## src/rtl/rxq_pkg.sv

```systemverilog
`timescale 1ns/1ps
package rxq_pkg;

  typedef enum logic [1:0] {
    QK_DROP  = 2'd0,
    QK_AUDIO = 2'd1,
    QK_MIDI  = 2'd2
  } qkind_e;

  // Audio count limited to what the output index can name
  function automatic int clamp_count(int req, int limit);
    return (req > limit) ? limit : req;
  endfunction

  // Quadlets a complete block consumes
  function automatic int block_len(int skip, int acnt, bit has_midi);
    return skip + acnt + (has_midi ? 1 : 0);
  endfunction

  // Role of quadlet k inside its block
  function automatic qkind_e quad_kind(int k, int skip, int acnt, bit has_midi);
    if (k < skip)                         return QK_DROP;
    else if (k < skip + acnt)             return QK_AUDIO;
    else if (has_midi && k == skip + acnt) return QK_MIDI;
    else                                  return QK_DROP;
  endfunction

  function automatic logic [31:0] order_bytes(logic [31:0] d, logic swap);
    return swap ? {d[7:0], d[15:8], d[23:16], d[31:24]} : d;
  endfunction

endpackage

```

## src/rtl/rxq_cfg_shadow.sv

```systemverilog
`timescale 1ns/1ps
module rxq_cfg_shadow import rxq_pkg::*; #(
  parameter int SKIP_W = 8,
  parameter int ACNT_W = 8,
  parameter int CNT_W  = 6,
  parameter int MIDI_W = 4,
  parameter int ISO_W  = 8,
  parameter int MAX_CH = 32,
  parameter int IDX_W  = 9
) (
  input  logic              clk,
  input  logic              rst_n,
  input  logic              load_i,
  input  logic [SKIP_W-1:0] skip_i,
  input  logic [ACNT_W-1:0] acnt_i,
  input  logic [MIDI_W-1:0] midi_i,
  input  logic [ISO_W-1:0]  iso_i,
  input  logic              enable_i,
  input  logic              swap_i,
  output logic [SKIP_W-1:0] eff_skip_o,
  output logic [CNT_W-1:0]  eff_acnt_o,
  output logic              eff_midi_o,
  output logic              eff_swap_o,
  output logic              eff_active_o,
  output logic [IDX_W-1:0]  cur_len_o
);

  logic [CNT_W-1:0]  live_acnt;
  logic              live_midi, live_active;
  logic [SKIP_W-1:0] sh_skip;
  logic [CNT_W-1:0]  sh_acnt;
  logic              sh_midi, sh_swap, sh_active;

  assign live_acnt   = CNT_W'(clamp_count(int'(acnt_i), MAX_CH));
  assign live_midi   = |midi_i;
  assign live_active = enable_i && (iso_i != '1);

  always_ff @(posedge clk) begin
    if (!rst_n) begin
      sh_skip   <= '0;
      sh_acnt   <= '0;
      sh_midi   <= 1'b0;
      sh_swap   <= 1'b0;
      sh_active <= 1'b0;
    end else if (load_i) begin
      sh_skip   <= skip_i;
      sh_acnt   <= live_acnt;
      sh_midi   <= live_midi;
      sh_swap   <= swap_i;
      sh_active <= live_active;
    end
  end

  // The block-start quadlet itself already uses the new settings
  always_comb begin
    if (load_i) begin
      eff_skip_o   = skip_i;
      eff_acnt_o   = live_acnt;
      eff_midi_o   = live_midi;
      eff_swap_o   = swap_i;
      eff_active_o = live_active;
    end else begin
      eff_skip_o   = sh_skip;
      eff_acnt_o   = sh_acnt;
      eff_midi_o   = sh_midi;
      eff_swap_o   = sh_swap;
      eff_active_o = sh_active;
    end
  end

  assign cur_len_o = IDX_W'(block_len(int'(sh_skip), int'(sh_acnt), sh_midi));

endmodule

```

## src/rtl/rxq_position.sv

```systemverilog
`timescale 1ns/1ps
module rxq_position #(
  parameter int IDX_W = 9
) (
  input  logic             clk,
  input  logic             rst_n,
  input  logic             valid_i,
  input  logic             sob_i,
  input  logic [IDX_W-1:0] cur_len_i,
  output logic [IDX_W-1:0] idx_o,
  output logic             started_o,
  output logic             short_o
);

  localparam logic [IDX_W-1:0] IDX_MAX = '1;

  logic [IDX_W-1:0] idx_q;
  logic             started_q;

  assign idx_o     = sob_i ? '0 : idx_q;
  assign started_o = sob_i | started_q;
  assign short_o   = valid_i && sob_i && started_q && (idx_q < cur_len_i);

  always_ff @(posedge clk) begin
    if (!rst_n) begin
      idx_q     <= '0;
      started_q <= 1'b0;
    end else if (valid_i) begin
      if (started_o)
        idx_q <= (idx_o == IDX_MAX) ? IDX_MAX : idx_o + 1'b1;
      if (sob_i)
        started_q <= 1'b1;
    end
  end

endmodule

```

## src/rtl/rxq_router.sv

```systemverilog
`timescale 1ns/1ps
module rxq_router import rxq_pkg::*; #(
  parameter int SKIP_W = 8,
  parameter int CNT_W  = 6,
  parameter int IDX_W  = 9,
  parameter int MAX_CH = 32,
  parameter int CH_W   = 5
) (
  input  logic              clk,
  input  logic              rst_n,
  input  logic              valid_i,
  input  logic              started_i,
  input  logic [IDX_W-1:0]  idx_i,
  input  logic [SKIP_W-1:0] skip_i,
  input  logic [CNT_W-1:0]  acnt_i,
  input  logic              midi_i,
  input  logic              swap_i,
  input  logic              active_i,
  input  logic              short_i,
  input  logic [MAX_CH-1:0] label_mask_i,
  input  logic [31:0]       data_i,
  output logic              aud_fire_o,
  output logic              midi_fire_o,
  output logic              aud_valid_o,
  output logic [CH_W-1:0]   aud_chan_o,
  output logic [31:0]       aud_data_o,
  output logic              aud_label_o,
  output logic              midi_valid_o,
  output logic [31:0]       midi_data_o,
  output logic              short_err_o
);

  qkind_e      kind;
  logic        take;
  logic [CH_W-1:0] chan;
  logic [31:0] word;

  assign kind        = quad_kind(int'(idx_i), int'(skip_i), int'(acnt_i), midi_i);
  assign take        = valid_i && started_i && active_i;
  assign chan        = CH_W'(int'(idx_i) - int'(skip_i));
  assign word        = order_bytes(data_i, swap_i);
  assign aud_fire_o  = take && (kind == QK_AUDIO);
  assign midi_fire_o = take && (kind == QK_MIDI);

  always_ff @(posedge clk) begin
    if (!rst_n) begin
      aud_valid_o  <= 1'b0;
      aud_chan_o   <= '0;
      aud_data_o   <= '0;
      aud_label_o  <= 1'b0;
      midi_valid_o <= 1'b0;
      midi_data_o  <= '0;
      short_err_o  <= 1'b0;
    end else begin
      aud_valid_o  <= aud_fire_o;
      midi_valid_o <= midi_fire_o;
      short_err_o  <= short_i;
      if (aud_fire_o) begin
        aud_chan_o  <= chan;
        aud_data_o  <= word;
        aud_label_o <= label_mask_i[chan];
      end
      if (midi_fire_o)
        midi_data_o <= word;
    end
  end

endmodule

```

## src/rtl/rx_quadlet_demux.sv

```systemverilog
`timescale 1ns/1ps
module rx_quadlet_demux #(
  parameter int MAX_CH = 32,
  parameter int SKIP_W = 8,
  parameter int ACNT_W = 8,
  parameter int MIDI_W = 4,
  parameter int ISO_W  = 8,
  localparam int CH_W  = (MAX_CH > 1) ? $clog2(MAX_CH) : 1
) (
  input  logic              clk,
  input  logic              rst_n,
  input  logic              enable_i,
  input  logic [ISO_W-1:0]  iso_chan_i,
  input  logic [SKIP_W-1:0] skip_i,
  input  logic [ACNT_W-1:0] audio_cnt_i,
  input  logic [MIDI_W-1:0] midi_cnt_i,
  input  logic              swap_i,
  input  logic [MAX_CH-1:0] label_mask_i,
  input  logic              q_valid_i,
  input  logic              q_sob_i,
  input  logic [31:0]       q_data_i,
  output logic              aud_valid_o,
  output logic [CH_W-1:0]   aud_chan_o,
  output logic [31:0]       aud_data_o,
  output logic              aud_label_o,
  output logic              midi_valid_o,
  output logic [31:0]       midi_data_o,
  output logic              short_err_o
);

  localparam int CNT_W = $clog2(MAX_CH + 1);
  localparam int IDX_W = $clog2((1 << SKIP_W) + MAX_CH + 2);

  // Named internal events
  logic              blk_start_w;
  logic              started_w;
  logic              short_w;
  logic              aud_fire_w;
  logic              midi_fire_w;
  logic [IDX_W-1:0]  idx_w;
  logic [IDX_W-1:0]  len_w;
  logic [SKIP_W-1:0] eff_skip_w;
  logic [CNT_W-1:0]  eff_acnt_w;
  logic              eff_midi_w, eff_swap_w, eff_active_w;

  assign blk_start_w = q_valid_i && q_sob_i;

  rxq_cfg_shadow #(
    .SKIP_W(SKIP_W), .ACNT_W(ACNT_W), .CNT_W(CNT_W), .MIDI_W(MIDI_W),
    .ISO_W(ISO_W), .MAX_CH(MAX_CH), .IDX_W(IDX_W)
  ) u_cfg (
    .clk(clk), .rst_n(rst_n), .load_i(blk_start_w),
    .skip_i(skip_i), .acnt_i(audio_cnt_i), .midi_i(midi_cnt_i),
    .iso_i(iso_chan_i), .enable_i(enable_i), .swap_i(swap_i),
    .eff_skip_o(eff_skip_w), .eff_acnt_o(eff_acnt_w), .eff_midi_o(eff_midi_w),
    .eff_swap_o(eff_swap_w), .eff_active_o(eff_active_w), .cur_len_o(len_w)
  );

  rxq_position #(.IDX_W(IDX_W)) u_pos (
    .clk(clk), .rst_n(rst_n), .valid_i(q_valid_i), .sob_i(q_sob_i),
    .cur_len_i(len_w), .idx_o(idx_w), .started_o(started_w), .short_o(short_w)
  );

  rxq_router #(
    .SKIP_W(SKIP_W), .CNT_W(CNT_W), .IDX_W(IDX_W), .MAX_CH(MAX_CH), .CH_W(CH_W)
  ) u_route (
    .clk(clk), .rst_n(rst_n), .valid_i(q_valid_i), .started_i(started_w),
    .idx_i(idx_w), .skip_i(eff_skip_w), .acnt_i(eff_acnt_w), .midi_i(eff_midi_w),
    .swap_i(eff_swap_w), .active_i(eff_active_w), .short_i(short_w),
    .label_mask_i(label_mask_i), .data_i(q_data_i),
    .aud_fire_o(aud_fire_w), .midi_fire_o(midi_fire_w),
    .aud_valid_o(aud_valid_o), .aud_chan_o(aud_chan_o), .aud_data_o(aud_data_o),
    .aud_label_o(aud_label_o), .midi_valid_o(midi_valid_o),
    .midi_data_o(midi_data_o), .short_err_o(short_err_o)
  );

endmodule

```

## config.mk

```make
export PLATFORM = sky130hd
export DESIGN_NAME = rx_quadlet_demux
export DESIGN_NICKNAME = d
export VERILOG_FILES = /design/src/rtl/rxq_pkg.sv /design/src/rtl/rxq_cfg_shadow.sv /design/src/rtl/rxq_position.sv /design/src/rtl/rxq_router.sv /design/src/rtl/rx_quadlet_demux.sv
export SDC_FILE = /design/constraint.sdc
export NUM_CORES = 1
export LEC_CHECK = 0
export CORE_MARGIN = 4
export CORE_UTILIZATION = 53
export CTS_BUF_LIST = sky130_fd_sc_hd__clkbuf_8
export CTS_CLUSTER_DIAMETER = 100
export DETAILED_ROUTE_END_ITERATION = 10
export PLACE_DENSITY_LB_ADDON = 0.12
export SLEW_MARGIN = 20
export SYNTH_ARGS = -nofsm -noshare
export SYNTH_HDL_FRONTEND = slang
export SYNTH_SLANG_ARGS = --single-unit
```

## constraint.sdc

```tcl
create_clock -name clk -period 9.5 [get_ports clk]
set_input_delay 1.9 -clock clk [delete_from_list [all_inputs] [get_ports clk]]
set_output_delay 1.9 -clock clk [all_outputs]
set_load 0.005 [all_outputs]
```

==> results.ini, run 1 <==
[grt]
overflow=0
grtUsageTotal_pct=27.6
grt_start_max_net_pins=73
grt_pass1_vias=5669
grt_first_pass_wirelength_um=28600
antenna_found_initial=0

[setup_path]
r2r.worst_path.cells=15
r2r_start=u_cfg.sh_skip[1]$_SDFF_PN0_
r2r_setup_slack_ps=4220
r2r_end=u_route.midi_data_o[17]$_SDFFE_PN0P_
path_class=in -> reg
start_kind=primary input
startpoint=q_sob_i
cp_max_fo=40
worst-endpoint-arrival_ps=8280
crit_path_end=u_route.midi_data_o[17]$_SDFFE_PN0P_
end_kind=register
worstPathRequired_ps=9740

[sta]
finalMaxSlewViolations=0
finalHoldViolCount=0
setup_tns_ps=0
fin_skew_ps=18.1
rsz0062_at_grt=no
min_period_ps=8040
worstMarginPinSlew_ps=1040
fin_crit_sh_pct=84.7
whs_ps=509
fmax_mhz=124
relSlewSlack_pct=30.5
setup_violations=0

[synthesis]
ys.flop_type=dfxtp_1
synth-edff-count=0
yosys_warnings=0
synth_area_mm2=0.00590
ys_async_sr_fraction_pct=0
synthCells=656
synth_cell_types=59
ys_seq_area_share_pct=33.9
avgSynthCellArea_um2=8.99
synth_nets=795
synth.area.top_cells=dfxtp_1 34%, nor3_1 8.8%, a21oi_1 7.9%, ha_1 7.9%, nor3_2 4.9%
yosys.area.top_type=dfxtp_1
yosys.area.top_type_share_pct=33.9
synth_seq_cells=100

[flow_run]
drv_cap=0

[routing]
viasPerCell=5.88
drt_iter0_drc=472
routed_wl_um=18100
drc=0
wl_per_cell_um=19.2
firstDrtPassIters=6
postRouteAntennaNets=0
vias=5521

[final_layout]
regArea_mm2=0.00200
final_common_cell=clkdlybuf4s50_1
nets=933
area.growth.synth_to_final_pct=33.2
final_cell_mix=170 x clkdlybuf4s50_1, 104 x nor3_1, 100 x dfxtp_1
fin_util_pct=72.1
stdcell_count=939
n_fill_cell=820
layout-drive-gt1-share_pct=12.1
multi_input_area_mm2=0.00360
n_antenna_cell=0

[clocking]
cts_tree=yes
cts_buffers=9
clock_latency_ps=380
cts_root_buf=clkbuf_8
cts_resized=0
clk_pin_slew_ps=100
clockBufferDepth=2
cts_max_level=3
post_cts_buffers=0
cts_sinks=100
ctsHoldBuffers=0

[floorplanning]
core_mm2=0.0109
die_area_mm2=0.0129
die_h_um=113
io_pins=171
die_w_um=113
num_rows=38
initial_utilization_pct=54.2

[pwr]
pwr_density_cell_mw_per_mm2=125
total_power_w=0.000978
power.leakage_nw=2.83
irDropWorstVdd_mv=0.0941

[min_path]
hold_path_class=reg -> reg
worstHoldStart=u_route.aud_chan_o[2]$_SDFFE_PN0P_

[placed_design]
gp_congestion=0.911
portBuffers=170
hpwl_um=13500
dp_cells=922

[status]
outcome=complete, no violations

==> through the flow <==
stage          area (µm²)  setup slack (ps)
4_1_cts              7830              1550
5_1_grt              7850               978
3_3_place_gp         7610              1410
3_5_place_dp         7610              1170
2_1_floorplan        5900              3160
6_report             7850              1460
==> Yosys cell counts, types with 8 or more instances <==
cell      instances
nor3_2           29
xnor2_1           9
mux2_2           22
buf_2            12
clkbuf_1         28
inv_1            21
nor2b_1          12
nor2_1           24
mux2_1           14
nand3_1           8
and2_1            8
nor3_1          104
mux2i_1          11
mux4_2            8
ha_1             37
nand2_1          10
dfxtp_1         100
o21ai_0          21
a21oi_1          93
==> where the power goes <==
part,internal (W),switching [W],total (W)
combinational,0.000113,0.000128,0.000241
sequential,0.000428,0.00000814,0.000436
clock,0.000134,0.000167,0.000301
total,0.000675,0.000303,0.000978
==> routing by layer <==
metal | GRT usage [%] | wire, µm | vias up
met5 | 0 | 0 | -
met4 | 10.7 | 592 | 0
met3 | 5.73 | 1040 | 40
met2 | 49.6 | 9470 | 194
met1 | 32.1 | 6970 | 2617
li1 | - | - | 2670
==> sequential cells by signal, summed over array words and instances, names as in the netlist, 5 cells and up <==
| signal | flops |
|---|---|
| u_route.midi_data_o | 32 |
| u_cfg.sh_acnt | 6 |
| u_route.aud_chan_o | 5 |
| u_cfg.sh_skip | 8 |
| u_route.aud_data_o | 32 |
| u_pos.idx_q | 9 |
==> cell families (layout without fill, tap and decap cells) <==
group / Yosys count / in the layout / synth area share [%]
xor+xnor: 15 / 15 / 2.36
flops: 100 / 100 / 33.9
fa+ha+maj: 41 / 41 / 9.21
mux: 55 / 55 / 11.8
simple gates: 217 / 217 / 21.7
compound gates: 155 / 155 / 15.6
buf+inv: 73 / 216 / 5.41
==> critical path: stages <==
cell	delay, ps
clkdlybuf4s50_1	920
nand2_1	510
nor4_4	510
a22o_1	290
ha_1	250
a21o_1	150
a21oi_1	280
o21ai_0	200
nor2b_1	170
a21oi_1	200
xnor2_1	90
ha_1	320
nand4_2	180
a211o_1	290
o211a_2	400
or4_2	1210
nor3_1	330
nor3_1	70
==> layout make-up <==
| type | instances | area share [%] |
|---|---|---|
| inverters | 22 | 1.05 |
| well taps | 140 | 2.23 |
| clock buffers | 10 | 1.75 |
| flip-flops and latches | 100 | 25.5 |
| repair buffers | 178 | 22.7 |
| multi-input cells | 483 | 45.8 |
| clock inverters | 6 | 0.972 |
==> how the worst min path moves through the flow <==
stage / end / cells past startpoint / slack [ps]
4_1_cts: u_route.aud_chan_o[4]$_SDFFE_PN0P_ / 2 / 510
2_1_floorplan: u_route.aud_chan_o[3]$_SDFFE_PN0P_ / 2 / 470
3_3_place_gp: u_route.aud_chan_o[3]$_SDFFE_PN0P_ / 2 / 460
3_5_place_dp: u_route.aud_chan_o[4]$_SDFFE_PN0P_ / 2 / 490
6_report: u_route.aud_chan_o[2]$_SDFFE_PN0P_ / 2 / 510
5_1_grt: u_route.aud_chan_o[2]$_SDFFE_PN0P_ / 2 / 540
No activity file was read; power rests on OpenSTA's default activity.
==> run 2: changes to the inputs <==
--- a/config.mk
+++ b/config.mk
@@ -6,7 +6,7 @@
 export NUM_CORES = 1
 export LEC_CHECK = 0
 export CORE_MARGIN = 4
-export CORE_UTILIZATION = 53
+export CORE_UTILIZATION = 45
 export CTS_BUF_LIST = sky130_fd_sc_hd__clkbuf_8
 export CTS_CLUSTER_DIAMETER = 100
 export DETAILED_ROUTE_END_ITERATION = 10
==> constraint.sdc (replaced) <==
create_clock -name clk -period 7.37 [get_ports clk]
set_input_delay 1.474 -clock clk [delete_from_list [all_inputs] [get_ports clk]]
set_output_delay 1.474 -clock clk [all_outputs]
set_load 0.005 [all_outputs]
==> run 2 against run 1 <==
Net effect: critical path type unchanged; sequential share of layout area fell by 0.16 points; sequential cell count did not move; final area is 0.64% higher; largest cell class unchanged; cell count grew 3.6%; count of clock-buffer cells in the layout fell by 1; combinational power is 29% higher.
==> results.ini, run 2 (synthesis results as in run 1) <==
[clocking]
ctsHoldBuffers=0  ; unchanged
cts_sinks=100  ; unchanged
clock_latency_ps=390  ; was 380 ps
clockBufferDepth=2  ; unchanged
cts_tree=yes  ; unchanged
cts_max_level=3  ; unchanged
cts_resized=0  ; unchanged
clk_pin_slew_ps=90  ; was 100 ps
cts_root_buf=clkbuf_8  ; unchanged
post_cts_buffers=0  ; unchanged
cts_buffers=9  ; unchanged

[setup_path]
r2r_start=u_cfg.sh_skip[0]$_SDFF_PN0_  ; was u_cfg.sh_skip[1]$_SDFF_PN0_
start_kind=primary input  ; unchanged
end_kind=register  ; unchanged
cp.buffers_inverters=3  ; was 1
cp_top_family=simple AND/OR/NAND/NOR gates  ; unchanged
path_class=in -> reg  ; unchanged
worstPathRequired_ps=7610  ; was 9740 ps
path_cells=clkdlybuf4s50_1, nand2_1, buf_4, mux2i_1, inv_1, ha_1, a21o_1, a21oi_1, nor2b_1, a221oi_1, xnor2_1, ha_1, nand4_2, a211o_1, o211a_2, or4_2, nor3_1, nor3_1  ; was clkdlybuf4s50_1, nand2_1, nor4_4, a22o_1, ha_1, a21o_1, a21oi_1, o21ai_0, nor2b_1, a21oi_1, xnor2_1, ha_1, nand4_2, a211o_1, o211a_2, or4_2, nor3_1, nor3_1
startpoint=q_valid_i  ; was q_sob_i
slowest_delay_ps=1120  ; was 1210 ps
r2r_setup_slack_ps=2520  ; was 4220 ps
crit_cells=18  ; unchanged
worst-endpoint-arrival_ps=6910  ; was 8280 ps
r2r_end=u_route.midi_data_o[16]$_SDFFE_PN0P_  ; was u_route.midi_data_o[17]$_SDFFE_PN0P_
r2r.worst_path.cells=15  ; unchanged
cpMaxStageDelayCell=or4_2  ; unchanged
cp_max_fo=33  ; was 40

[floorplanning]
num_rows=41  ; was 38
die_h_um=122  ; was 113 µm
die_area_mm2=0.0150  ; was 0.0129 mm²
die_w_um=122  ; was 113 µm
initial_utilization_pct=46.4  ; was 54.2%
core_mm2=0.0127  ; was 0.0109 mm²
io_pins=171  ; unchanged

[sta]
finalHoldViolCount=0  ; unchanged
finalMaxSlewViolations=0  ; unchanged
setup_tns_ps=0  ; unchanged
setup_violations=0  ; unchanged
relSlewSlack_pct=36.3  ; was 30.5%
fin_crit_sh_pct=90.4
fmax_mhz=150
worstMarginPinSlew_ps=955  ; was 1040 ps
rsz0062_at_grt=no  ; unchanged
fin_skew_ps=11.8  ; was 18.1 ps
whs_ps=500  ; was 509 ps
min_period_ps=6670

[routing]
viasPerCell=5.63  ; was 5.88
drt_iter0_drc=439  ; was 472
routed_wl_um=17400  ; was 18100 µm
drc=0  ; unchanged
firstDrtPassIters=4  ; was 6
postRouteAntennaNets=0  ; unchanged
wl_per_cell_um=17.9  ; was 19.2 µm
vias=5474  ; was 5521

[grt]
grt_pass1_vias=5489  ; was 5669
grt_start_max_net_pins=75  ; was 73
grt_first_pass_wirelength_um=27500  ; was 28600 µm
grtUsageTotal_pct=23.3  ; was 27.6%
antenna_found_initial=0  ; unchanged
overflow=0  ; unchanged

[final_layout]
nets=935  ; was 933
final_common_cell=clkdlybuf4s50_1  ; unchanged
top_regs=u_route.aud_data_o (32), u_route.midi_data_o (32), u_pos.idx_q (9)  ; unchanged
final_cell_mix=170 x clkdlybuf4s50_1, 104 x nor3_1, 100 x dfxtp_1  ; unchanged
area.growth.synth_to_final_pct=34.0  ; was 33.2%
n_antenna_cell=0  ; unchanged
layout-drive-gt1-share_pct=12.2  ; was 12.1%

[status]
outcome=complete, no violations  ; unchanged

[min_path]
hold_depth=2  ; unchanged
whs_endpoint=u_route.aud_chan_o[2]$_SDFFE_PN0P_  ; unchanged
hold_path_class=reg -> reg  ; unchanged
worstHoldStart=u_route.aud_chan_o[2]$_SDFFE_PN0P_  ; unchanged

[pwr]
power.leakage_nw=2.83  ; about the same
total_power_w=0.00124  ; was 0.000978 W
sw_frac_of_total_pct=30.4  ; was 31.0%
switching_power_w=0.000375  ; was 0.000303 W
pwr_density_cell_mw_per_mm2=156  ; was 125 mW/mm²
irDropWorstVdd_mv=0.0849  ; was 0.0941 mV
p_int_w=0.000861  ; was 0.000675 W
p_comb_share_pct=25.2  ; was 24.6%
clockPowerShare_pct=29.4  ; was 30.8%
p_seq_share_pct=45.5  ; was 44.6%

[flow_run]
drv_cap=0  ; unchanged

[placed_design]
gp_congestion=0.930  ; was 0.911
portBuffers=170  ; unchanged
hpwl_um=13000  ; was 13500 µm

run 2: how the worst max path moves through the flow:
stage / to / slack (ps)
CTS: u_route.midi_data_o[16]$_SDFFE_PN0P_ / 710
global placement: u_route.midi_data_o[16]$_SDFFE_PN0P_ / 480
finish: u_route.midi_data_o[16]$_SDFFE_PN0P_ / 700
floorplan: u_route.midi_data_o[21]$_SDFFE_PN0P_ / 1450
global route: u_route.midi_data_o[16]$_SDFFE_PN0P_ / 280
detailed placement: u_route.midi_data_o[16]$_SDFFE_PN0P_ / 310
run 2: power groups by stage:
| stage | Clock [W] | Sequential (W) | Combinational, W |
|---|---|---|---|
| floorplan | 0 | 0.000572 | 0.000189 |
| global placement | 0 | 0.000574 | 0.000302 |
| detailed placement | 0 | 0.000574 | 0.000309 |
| CTS | 0.000372 | 0.000562 | 0.000311 |
| global route | 0.000391 | 0.000564 | 0.000341 |
| finish | 0.000363 | 0.000562 | 0.000311 |
run 2: through the flow:
stage	area (µm²)	utilization, %	setup WS (ps)	cells
after floorplan	5900	-	1450	656
after global placement	7680	60.4	478	956
after detailed placement	7710	60.6	306	957
after CTS	7900	62.1	712	973
after global routing	7900	62.1	278	973
final	7900	62.1	705	973
run 2: tightest hold or removal path, delay by kind of cell, from the launching register on:
kind / cells / cell delay (ps)
DFF: 1 / 330
AOI/OAI and AO/OA: 2 / 130
run 2: routing by layer:
metal | vias to the layer above | track usage, % | part of all wire [%]
met5 | - | 0 | 0
met4 | 0 | 7.77 | 2.1
met3 | 26 | 8.34 | 8.3
met2 | 176 | 37.3 | 47
met1 | 2590 | 29.2 | 43
li1 | 2682 | - | -
run 2: final cells by class:
| type | count | area (µm²) |
|---|---|---|
| clock buffer | 9 | 124 |
| clock inverter | 7 | 72.6 |
| fill | 1159 | 4820 |
| inverter | 22 | 82.6 |
| multi-input combinational | 483 | 3600 |
| sequential | 100 | 2000 |
| tap | 172 | 215 |
| timing repair buffer | 180 | 1810 |
==> run 3: changes to the inputs <==
--- a/config.mk
+++ b/config.mk
@@ -5,6 +5,7 @@
 export SDC_FILE = /design/constraint.sdc
 export NUM_CORES = 1
 export LEC_CHECK = 0
+export ABC_AREA = 0
 export CORE_MARGIN = 4
 export CORE_UTILIZATION = 45
 export CTS_BUF_LIST = sky130_fd_sc_hd__clkbuf_8
==> results of run 3 <==
No change in the layout: final DEF, timing and power equal those of run 2.
